## src/rtl/wrr_pkg.sv

```systemverilog
package wrr_pkg;
  localparam int LVL_W  = 4;
  localparam int MASK_W = 8;
  localparam int RND_W  = $clog2(MASK_W);
  localparam logic [LVL_W-1:0] LVL_STATIC = 4'd9;

  // Weight level to round participation mask; bits spread over the 8 rounds.
  function automatic logic [MASK_W-1:0] level_to_mask(input logic [LVL_W-1:0] lvl);
    logic [MASK_W-1:0] m;
    case (lvl)
      4'd1:    m = 8'h01;
      4'd2:    m = 8'h11;
      4'd3:    m = 8'h49;
      4'd4:    m = 8'h55;
      4'd5:    m = 8'h57;
      4'd6:    m = 8'h77;
      4'd7:    m = 8'h7f;
      4'd8:    m = 8'hff;
      4'd9:    m = 8'hff;
      default: m = 8'h00;
    endcase
    return m;
  endfunction
endpackage

```

## src/rtl/wrr_cfg_table.sv

```systemverilog
module wrr_cfg_table
  import wrr_pkg::*;
#(
  parameter int NQ = 8,
  parameter int QW = 3
) (
  input  logic                           clk,
  input  logic                           rst,
  input  logic                           wr_en,
  input  logic [QW-1:0]                  wr_idx,
  input  logic [LVL_W-1:0]               wr_lvl,
  input  logic                           wr_tail,
  output logic [NQ-1:0][MASK_W-1:0]      mask_o,
  output logic [NQ-1:0]                  stat_o,
  output logic [NQ-1:0]                  act_o,
  output logic                           err_o
);
  logic [NQ-1:0][MASK_W-1:0] mask_q;
  logic [NQ-1:0]             stat_q;
  logic [NQ-1:0]             tail_q;
  logic                      err_q;
  logic [NQ-1:0]             stat_next;
  logic                      lvl_bad;
  logic                      shape_bad;
  logic                      accept;

  always_comb begin
    stat_next         = stat_q;
    stat_next[wr_idx] = (wr_lvl == LVL_STATIC);
    lvl_bad           = (wr_lvl > LVL_STATIC);
    shape_bad         = ((stat_next & (stat_next + NQ'(1))) != '0);
    accept            = wr_en && !lvl_bad && !shape_bad;
  end

  always_ff @(posedge clk) begin
    if (rst) begin
      mask_q <= '0;
      stat_q <= '0;
      tail_q <= '0;
      err_q  <= 1'b0;
    end else begin
      err_q <= wr_en && (lvl_bad || shape_bad);
      if (accept) begin
        mask_q[wr_idx] <= level_to_mask(wr_lvl);
        stat_q         <= stat_next;
        tail_q[wr_idx] <= wr_tail;
      end
    end
  end

  // A queue is in the list when no earlier queue carries the end flag.
  always_comb begin
    act_o[0] = 1'b1;
    for (int i = 1; i < NQ; i++) begin
      act_o[i] = act_o[i-1] & ~tail_q[i-1];
    end
  end

  assign mask_o = mask_q;
  assign stat_o = stat_q;
  assign err_o  = err_q;

  // static group always contiguous from queue 0
  assert_static_prefix_R6: assert property (@(posedge clk) disable iff (rst)
    (stat_q & (stat_q + NQ'(1))) == '0);

  // a flagged write left the table as it was
  assert_reject_keeps_table_R6: assert property (@(posedge clk) disable iff (rst)
    err_q |-> ($stable(mask_q) && $stable(stat_q) && $stable(tail_q)));
endmodule

```

## src/rtl/wrr_static_pick.sv

```systemverilog
module wrr_static_pick #(
  parameter int NQ = 8,
  parameter int QW = 3
) (
  input  logic [NQ-1:0] cand_i,
  output logic          hit_o,
  output logic [QW-1:0] idx_o
);
  always_comb begin
    hit_o = 1'b0;
    idx_o = '0;
    for (int q = NQ - 1; q >= 0; q--) begin
      if (cand_i[q]) begin
        hit_o = 1'b1;
        idx_o = QW'(q);
      end
    end
  end
endmodule

```

## src/rtl/wrr_round_pick.sv

```systemverilog
module wrr_round_pick
  import wrr_pkg::*;
#(
  parameter int NQ = 8,
  parameter int QW = 3
) (
  input  logic [NQ-1:0]              cand_i,
  input  logic [NQ-1:0][MASK_W-1:0]  mask_i,
  input  logic [RND_W-1:0]           round_i,
  input  logic [QW-1:0]              start_i,
  output logic                       hit_o,
  output logic [QW-1:0]              idx_o,
  output logic [RND_W-1:0]           round_o
);
  localparam int NR = MASK_W;

  logic [RND_W-1:0] rsel;
  logic             in_win;

  // Window k=0: current round from start; k=1..NR-1: later rounds whole;
  // k=NR: current round below start. Reverse walk so the earliest hit stays.
  always_comb begin
    hit_o   = 1'b0;
    idx_o   = '0;
    round_o = round_i;
    rsel    = round_i;
    in_win  = 1'b0;
    for (int k = NR; k >= 0; k--) begin
      rsel = round_i + RND_W'(k);
      for (int q = NQ - 1; q >= 0; q--) begin
        if (k == 0)       in_win = (QW'(q) >= start_i);
        else if (k == NR) in_win = (QW'(q) < start_i);
        else              in_win = 1'b1;
        if (in_win && cand_i[q] && mask_i[q][rsel]) begin
          hit_o   = 1'b1;
          idx_o   = QW'(q);
          round_o = rsel;
        end
      end
    end
  end
endmodule

```

## src/rtl/wrr_queue_sched.sv

```systemverilog
module wrr_queue_sched
  import wrr_pkg::*;
#(
  parameter int NQ = 8,
  localparam int QW = (NQ > 1) ? $clog2(NQ) : 1
) (
  input  logic             clk,
  input  logic             rst,
  input  logic             cfg_wr_i,
  input  logic [QW-1:0]    cfg_idx_i,
  input  logic [LVL_W-1:0] cfg_level_i,
  input  logic             cfg_tail_i,
  input  logic [NQ-1:0]    req_i,
  input  logic             next_i,
  output logic             gnt_valid_o,
  output logic [QW-1:0]    gnt_idx_o,
  output logic             cfg_err_o
);
  logic [NQ-1:0][MASK_W-1:0] mask_w;
  logic [NQ-1:0]             stat_w;
  logic [NQ-1:0]             act_w;
  logic [NQ-1:0]             s_cand;
  logic [NQ-1:0]             r_cand;
  logic                      s_hit, r_hit;
  logic [QW-1:0]             s_idx, r_idx;
  logic [RND_W-1:0]          r_round;
  logic [RND_W-1:0]          round_q;
  logic [QW-1:0]             start_q;
  logic                      gv_q;
  logic [QW-1:0]             gi_q;

  wrr_cfg_table #(.NQ(NQ), .QW(QW)) u_table (
    .clk(clk), .rst(rst),
    .wr_en(cfg_wr_i), .wr_idx(cfg_idx_i), .wr_lvl(cfg_level_i), .wr_tail(cfg_tail_i),
    .mask_o(mask_w), .stat_o(stat_w), .act_o(act_w), .err_o(cfg_err_o)
  );

  assign s_cand = req_i & act_w & stat_w;
  assign r_cand = req_i & act_w & ~stat_w;

  wrr_static_pick #(.NQ(NQ), .QW(QW)) u_static (
    .cand_i(s_cand), .hit_o(s_hit), .idx_o(s_idx)
  );

  wrr_round_pick #(.NQ(NQ), .QW(QW)) u_round (
    .cand_i(r_cand), .mask_i(mask_w), .round_i(round_q), .start_i(start_q),
    .hit_o(r_hit), .idx_o(r_idx), .round_o(r_round)
  );

  always_ff @(posedge clk) begin
    if (rst) begin
      round_q <= '0;
      start_q <= '0;
      gv_q    <= 1'b0;
      gi_q    <= '0;
    end else begin
      gv_q <= 1'b0;
      if (next_i) begin
        if (s_hit) begin
          gv_q <= 1'b1;
          gi_q <= s_idx;
        end else if (r_hit) begin
          gv_q <= 1'b1;
          gi_q <= r_idx;
          if (r_idx == QW'(NQ - 1)) begin
            start_q <= '0;
            round_q <= r_round + RND_W'(1);
          end else begin
            start_q <= r_idx + QW'(1);
            round_q <= r_round;
          end
        end
      end
    end
  end

  assign gnt_valid_o = gv_q;
  assign gnt_idx_o   = gi_q;

  // a strobe only follows a decision pulse
  assert_grant_needs_next_R4: assert property (@(posedge clk) disable iff (rst)
    gnt_valid_o |-> $past(next_i));

  // granted queue was requesting and in the list
  assert_grant_requested_R3: assert property (@(posedge clk) disable iff (rst)
    gnt_valid_o |-> ((($past(req_i & act_w) >> gnt_idx_o) & NQ'(1)) != '0));

  // a requesting static queue forces a static grant
  assert_static_first_R5: assert property (@(posedge clk) disable iff (rst)
    (next_i && (|s_cand)) |=> (gnt_valid_o && ((($past(stat_w) >> gnt_idx_o) & NQ'(1)) != '0)));
endmodule

```

## config.mk

```make
export PLATFORM = sky130hd
export DESIGN_NAME = wrr_queue_sched
export DESIGN_NICKNAME = d
export VERILOG_FILES = /design/src/rtl/wrr_pkg.sv /design/src/rtl/wrr_cfg_table.sv /design/src/rtl/wrr_static_pick.sv /design/src/rtl/wrr_round_pick.sv /design/src/rtl/wrr_queue_sched.sv
export SDC_FILE = /design/constraint.sdc
export NUM_CORES = 1
export LEC_CHECK = 0
export BUFFER_PORTS_ARGS = -buffer_cell sky130_fd_sc_hd__buf_2
export CAP_MARGIN = 10
export CORE_AREA = 4 4 126 128
export CTS_CLUSTER_DIAMETER = 50
export DETAILED_ROUTE_END_ITERATION = 8
export DIE_AREA = 0 0 130 132
export GPL_TIMING_DRIVEN = 0
export PLACE_DENSITY_LB_ADDON = 0.12
export SYNTH_ARGS = -nofsm -noshare
export SYNTH_HDL_FRONTEND = slang
export SYNTH_SLANG_ARGS = --single-unit
export TNS_END_PERCENT = 5
```

## constraint.sdc

```tcl
create_clock -name clk -period 5 [get_ports clk]
set_input_delay 0 -clock clk [delete_from_list [all_inputs] [get_ports clk]]
set_output_delay 0 -clock clk [all_outputs]
set_load 0.1 [all_outputs]
```

# Word level (Yosys, flattened, before mapping)
# Memories as Yosys holds them, arrays and structs flattened.
# Cells that the tools add are included.
[op_classes] n_eq_ne=2 n_lt_le_gt_ge=27 n_bitwise=20 addsub=10 n_mux=367 n_reduce_logical=100
[ops] operator="$mux W3" n=148
[ops] operator="$bmux W1 S3" n=64
[ops] operator="$mux W1" n=147
[ops] operator="$logic_and A1 B1 Y1" n=92
[ops] operator="$bwmux W64" n=1
[ops] operator="$lt A3 B4 Y1 const B" n=9
[ops] operator="$and A8 B8 Y8" n=4
[ops] operator="$demux W8 S3" n=1
[ops] operator="$mux W8" n=3
[ops] operator="$bwmux W8" n=2
[ops] operator="$add A3 B3 Y3 const B" n=4
[ops] operator="$ge A3 B3 Y1 const A" n=4
[ops] operator="$lt A3 B3 Y1 const A" n=4
[ops] operator="$add A3 B1 Y3 const B" n=3
[ops] operator="$not A1 Y1" n=9
[ops] operator="$add A8 B1 Y8 const B" n=1
[ops] operator="$not A8 Y8" n=1
[ops] operator="$reduce_bool A8 Y1" n=1
[ops] operator="$add A3 B2 Y3 const B" n=2
[ops] operator="$and A1 B1 Y1" n=6
[ops] operator="$ge A1 B3 Y1 const A" n=2
[ops] operator="$ge A2 B3 Y1 const A" n=2
[ops] operator="$lt A1 B3 Y1 const A" n=2
[ops] operator="$lt A2 B3 Y1 const A" n=2
[ops] operator="other kinds (11)" n=12
[word_totals] output_inout_bits=5 mem_count=1 ff_bits=91 wordCells=542 rom_bits=128
[mem_list] name="(name not given)" depth=16 width=8 rd=1 rd_clocked_by_memory_dff=0 wr=0 line_no="wrr_pkg.sv:10" text="case (lvl)"

# Longest topological paths before layout
[depth] depth_word=85 mapped_depth=25 mapped_depth_nobuf=19

# Hierarchy
# Synthesis repeated with hierarchy kept, for this count alone.
[unflattened] cells_unflattened=935 area_unflattened_um2=8513.2
[modules_own_cells] module="wrr_round_pick" area_per_inst_um2=4486.8 n_inst=1 cells_each=506
[modules_own_cells] module="wrr_cfg_table" area_per_inst_um2=3329.4 n_inst=1 cells_each=343
[modules_own_cells] module="wrr_queue_sched" area_per_inst_um2=616.8 n_inst=1 cells_each=73
[modules_own_cells] module="wrr_static_pick" area_per_inst_um2=80.1 n_inst=1 cells_each=13

# Worst setup path before layout
# OpenSTA, ideal clock, no wires.
[synth_timing] kind="register to register" startpoint="register round_q[1]" endpoint="register round_q[2]" slack_ns=0.322 stages_incl_launch_ff=24 n_path_buf=7 arrival_time_ns=4.610 required_time_ns=4.931 setup_ns=0.069 path_cell_list="dfxtp_1 clkbuf_1 buf_2 inv_1 clkbuf_1 ha_1 buf_6 buf_6 buf_2 buf_2 mux4_2 a22oi_1 nor2b_1 o21ai_0 nor4b_1 a2111o_1 o221a_2 inv_1 ha_1 ha_1 nand2_1 a21o_1 o211a_1 o21ai_1"
[synth_between] elab_chain_cells=77 elab_cells_between_ends=419 cone_classes="add/sub: 8; eq/ne: 1; mux: 337; reduce/logical: 73"
[synth_rtl] item="start, declared" line_no="wrr_queue_sched.sv:27" text="logic [RND_W-1:0] round_q;"
[synth_rtl] item="start signal, assigned" line_no="wrr_queue_sched.sv:67" text="round_q <= r_round + RND_W'(1);"
[synth_rtl] item="start signal, assigned" line_no="wrr_queue_sched.sv:70" text="round_q <= r_round;"
[synth_rtl] item="$bmux W1 S3" line_no="wrr_round_pick.sv:34" text="if (in_win && cand_i[q] && mask_i[q][rsel]) begin"
[synth_rtl] item="$mux W1 (not written as such)" line_no="wrr_round_pick.sv:34"
[synth_rtl] item="$logic_and A1 B1 Y1" line_no="wrr_round_pick.sv:34"
[synth_rtl] item="$mux W3 (72 in series)" line_no="wrr_round_pick.sv:34"
[synth_rtl] item="$eq A3 B3 Y1" line_no="wrr_queue_sched.sv:65" text="if (r_idx == QW'(NQ - 1)) begin"
[synth_rtl] item="$mux W3" line_no="wrr_queue_sched.sv:65"
# Several ways; a longest one is shown, not always the timed one. The select of a mux whose other input is x is not followed.
# A chain may end at the register's enable or synchronous reset.

# Worst setup path after layout
[layout_timing] startpoint="register u_table.tail_q[1]" endpoint="register round_q[1]"
[layout_between] elab_chain_cells=85 elab_cells_between_ends=297 cone_classes="add/sub: 1; eq/ne: 1; mux: 217; bitwise: 11; reduce/logical: 67"
[layout_rtl] item="start, declared" line_no="wrr_cfg_table.sv:20" text="logic [NQ-1:0] tail_q;"
[layout_rtl] item="start signal, assigned by index" line_no="wrr_cfg_table.sv:46" text="tail_q[wr_idx] <= wr_tail;"
[layout_rtl] item="$not A1 Y1 *" line_no="wrr_cfg_table.sv:55" text="act_o[i] = act_o[i-1] & ~tail_q[i-1];"
[layout_rtl] item="$and A1 B1 Y1 *" line_no="wrr_cfg_table.sv:55"
[layout_rtl] item="$and A1 B1 Y1 (5 in series)" line_no="wrr_cfg_table.sv:55"
[layout_rtl] item="$and A8 B8 Y8 *" line_no="wrr_queue_sched.sv:38, wrr_queue_sched.sv:39"
[layout_rtl] item="$and A8 B8 Y8" line_no="wrr_queue_sched.sv:39" text="assign r_cand = req_i & act_w & ~stat_w;"
[layout_rtl] item="$logic_and A1 B1 Y1 (2 in series)" line_no="wrr_round_pick.sv:34"
[layout_rtl] item="$mux W3 (72 in series)" line_no="wrr_round_pick.sv:34"
[layout_rtl] item="$eq A3 B3 Y1" line_no="wrr_queue_sched.sv:65"
[layout_rtl] item="$mux W3" line_no="wrr_queue_sched.sv:65"
# Mark *: on every way between the ends. The rest lies on a longest branch, timed or not.

==> impl_metrics.toml <==
[power_and_ir_drop]
power.density_mw_per_mm2 = 400
ir_worst_vdd_mv = 0.215
pwr-share-clk_pct = 19.1
p_switching_mw = 1.77
switching_share_pct = 47.3
p_total_mw = 3.73
p_seq_share_pct = 21.3
p_leak_nw = 3.64
power_frac_comb_pct = 59.6
internal_power_mw = 1.97

[drt]
wl_mm = 31.5
wire_per_inst_um = 26.0
detail-route-antenna-nets = 0
drc = 0
first_iter_violations = 1190
vias = 8496
routed_via_density = 7.02
firstDrtPassIters = 8

[yosys]
syn_avg_cell_area_um2 = 8.62
synth_area_mm2 = 0.00839
yosysUniqueCellTypes = 96
synth-simple-area-share_pct = 23.8
async_flop_share_pct = 0
yosys_register_bits = 90
synth_fa_ha_area_share_pct = 0.746
ys_seq_area_share_pct = 21.5
synth_edf_count = 0
synthXorXnorAreaFrac_pct = 1.01
yosys_warnings = 0
synthCells = 973
muxShareOfSynthArea_pct = 28.7
synth_top_family_by_area = "multiplexers"
synth_compound_area_share_pct = 19.4
synth-main-ff-cell = "dfxtp_1"
syn-num-nets = 998

[floorplan]
rows = 45
initial_core_util_pct = 56.4
fp.dieW_um = 130
core-area_mm2 = 0.0149
die_h_um = 132
dieArea_mm2 = 0.0172
design.portCount = 25

[worst_setup_path]
path_buf_inv = 1
cp_common_cell = "a21oi_1"
critPathMaxStageDelay_ps = 760
crit_path_start_kind = "flop"
slowest_stage = "a21oi_1"
cp-startpoint = "u_table.tail_q[1]"
critical_path_class = "flop to flop"
cp_cell_sequence = "clkbuf_1 > nor2_1 > nand4b_1 > a21oi_1 > o21ai_0 > a2111oi_0 > o22ai_1 > o211ai_1 > nand2_1 > a21oi_1 > ha_2 > nor2_1 > o21ai_1 > a21oi_1 > a31o_1"
cp_top_family = "compound AO/OA/AOI/OAI gates"
crit_path_max_fanout = 10
critPathRequiredTime_ps = 5240
arrival_ps = 5060
r2r-start = "u_table.tail_q[1]"
endpoint_kind = "flop"

[global_routing]
grt_pass1_wl_mm = 47.3
grt_usage_pct = 36.8
grt_start_max_net_pins = 20
grt_overflow = 0
antenna_found_initial = 0
first_global_vias = 7665

[clock_network]
clk_pin_slew_ps = 80
clk_path_buf_depth = 2
cts_root_buf = "clkbuf_16"
clk_latency_ps = 360
cts_buffers = 9
cts_sinks = 90
tritoncts = "done"
h-tree-depth = 3

[timing]
timing.hold.ws_ps = 106
slew_headroom_pct = 20.2
max_freq_ghz = 0.207
setup_violations = 0
tns_ps = 0
slew_violations = 0
tightest_slew_ps = 1190
period_share_pct = 96.5
final-hold-violation-count = 0
min_period_ps = 4820
fin_ws_ps = 175
finClkSkew_ps = 9.57

[worst_hold_path]
hold_class = "input pin to flop"
worstHoldStart = "cfg_idx_i[0]"

[run]
maxCapViolCount = 0

[cells_and_area]
final_area_mm2 = 0.00933
num_antenna_cells = 0
nNetsFinal = 1042
finalNonFillerCells = 1210
drive_above_1_share_pct = 20.4
area_growth_pct = 11.2
final_util_pct = 62.8
nFillCells = 1330

[place]
dpl_cell_area_mm2 = 0.00874
place.gp.congestion = 1.07
port_buffers = 21
dp_cells = 1183
post-place-ws_ps = -1000
hpwl_mm = 24.8

[status]
outcome = "completed"
[power by group through the flow]
stage	sequential (mW)	combinational [mW]	clock, mW
2_1_floorplan	0.869	1.44	0
3_3_place_gp	0.807	2.02	0
3_5_place_dp	0.808	2.01	0
4_1_cts	0.791	2.08	0.722
5_1_grt	0.798	2.37	0.753
6_report	0.793	2.23	0.713
[worst paths after layout]
path,to,slack [ps],depth (start not counted)
worst max-delay path,round_q[1],180,15
worst max register to register,round_q[1],180,15
worst min register to register,gnt_idx_o[2],460,2
worst min-delay path,u_table.stat_o[4],110,4
[final cells by class]
class	instances	area [um2]	area share, %
sequential	90	1810	19.4
multi-input combinational	806	6280	67.4
timing repair buffer	34	213	2.28
inverter	15	60.1	0.644
tap	188	235	2.52
clock buffer	9	225	2.41
clock inverter	7	81.3	0.872
buffer	61	425	4.56
[cells by family after synthesis]
logic type                 count (synthesis)
AOI/OAI and AO/OA                        234
xor gates and xnor gates                   8
adders and majority gates                  5
buffers and inverters                     77
DFF                                       90
muxes                                    169
and+or+nand+nor                          390
[sequential cells by signal, summed over array words and instances (netlist names)]
register,count
u_table.mask_o,64
u_table.stat_o,8
u_table.tail_q,7
gnt_idx_o,3
round_q,3
start_q,3
gnt_valid_o,1
u_table.err_o,1
[cells in the final DEF, fill, tap and decap left out, drive strengths merged, types with 8 or more instances in the layout]
cell    instances
mux2i          79
a21oi          54
nor2          146
nand3          19
dfxtp          90
a21o            9
o22ai          27
nor2b          15
mux4           51
a22oi          18
nor3           21
nor4           12
mux2           39
buf            57
inv            17
or3             8
clkbuf         43
o21ai          35
a211oi         31
nand2          82
nand4          14
nand2b         14
and2           12
[synth_stat cells (4+ instances only)]
library cell | n | area share, %
a31oi_1 | 5 | 0.37
nand4b_1 | 5 | 0.52
o22ai_1 | 27 | 2.0
a21o_1 | 9 | 0.81
mux2_2 | 33 | 4.4
a22oi_2 | 4 | 0.60
buf_2 | 13 | 0.78
dfxtp_1 | 90 | 21
nor2b_1 | 15 | 1.1
mux2_1 | 6 | 0.81
nor4b_1 | 5 | 0.52
nand2b_1 | 13 | 0.97
clkbuf_1 | 33 | 1.5
o21ai_1 | 5 | 0.30
or2_2 | 4 | 0.30
a22o_1 | 6 | 0.63
or3_1 | 8 | 0.60
a21oi_1 | 54 | 3.2
mux2i_1 | 79 | 9.4
nor4_1 | 9 | 0.67
a22oi_1 | 13 | 1.2
buf_6 | 8 | 1.1
o21ai_0 | 30 | 1.8
mux4_1 | 7 | 2.2
mux4_2 | 44 | 12
xnor2_1 | 5 | 0.52
ha_1 | 5 | 0.75
o2111ai_1 | 4 | 0.42
inv_1 | 15 | 0.67
a211oi_1 | 31 | 2.8
nand3_1 | 18 | 1.1
or4_1 | 4 | 0.36
nor3_1 | 19 | 1.1
nand2_1 | 82 | 3.7
nand4_1 | 14 | 1.0
nor2_1 | 143 | 6.4
and2_1 | 12 | 0.89
[worst register-to-register path: stages, from the launching register on]
cell and delay [ps]:
dfxtp_1 300, clkbuf_1 180, nor2_1 460, nand4b_1 600, a21oi_1 760, o21ai_0 220, a2111oi_0 560, o22ai_1 170
o211ai_1 320, nand2_1 90, a21oi_1 200, ha_2 280, nor2_1 60, o21ai_1 160, a21oi_1 90, a31o_1 250
[metal layers]
metal	up-vias	GRT usage, %	wire length [um]
met2	503	52.7	13500
met5	-	0	0
met1	4066	52.7	13100
met3	91	8.23	3220
li1	3836	-	-
met4	0	16.9	1660
[repair_timing]
action / 4_1_cts / 5_1_grt
setup buffers: 2 / 7
endpoints found under the setup margin: 10 / 6
hold buffers: 3 / 0
pin swaps: 1 / 12
resized for setup: 22 / 26
endpoints found under the hold margin: 9 / 0
No activity file was read; power rests on OpenSTA's default activity.
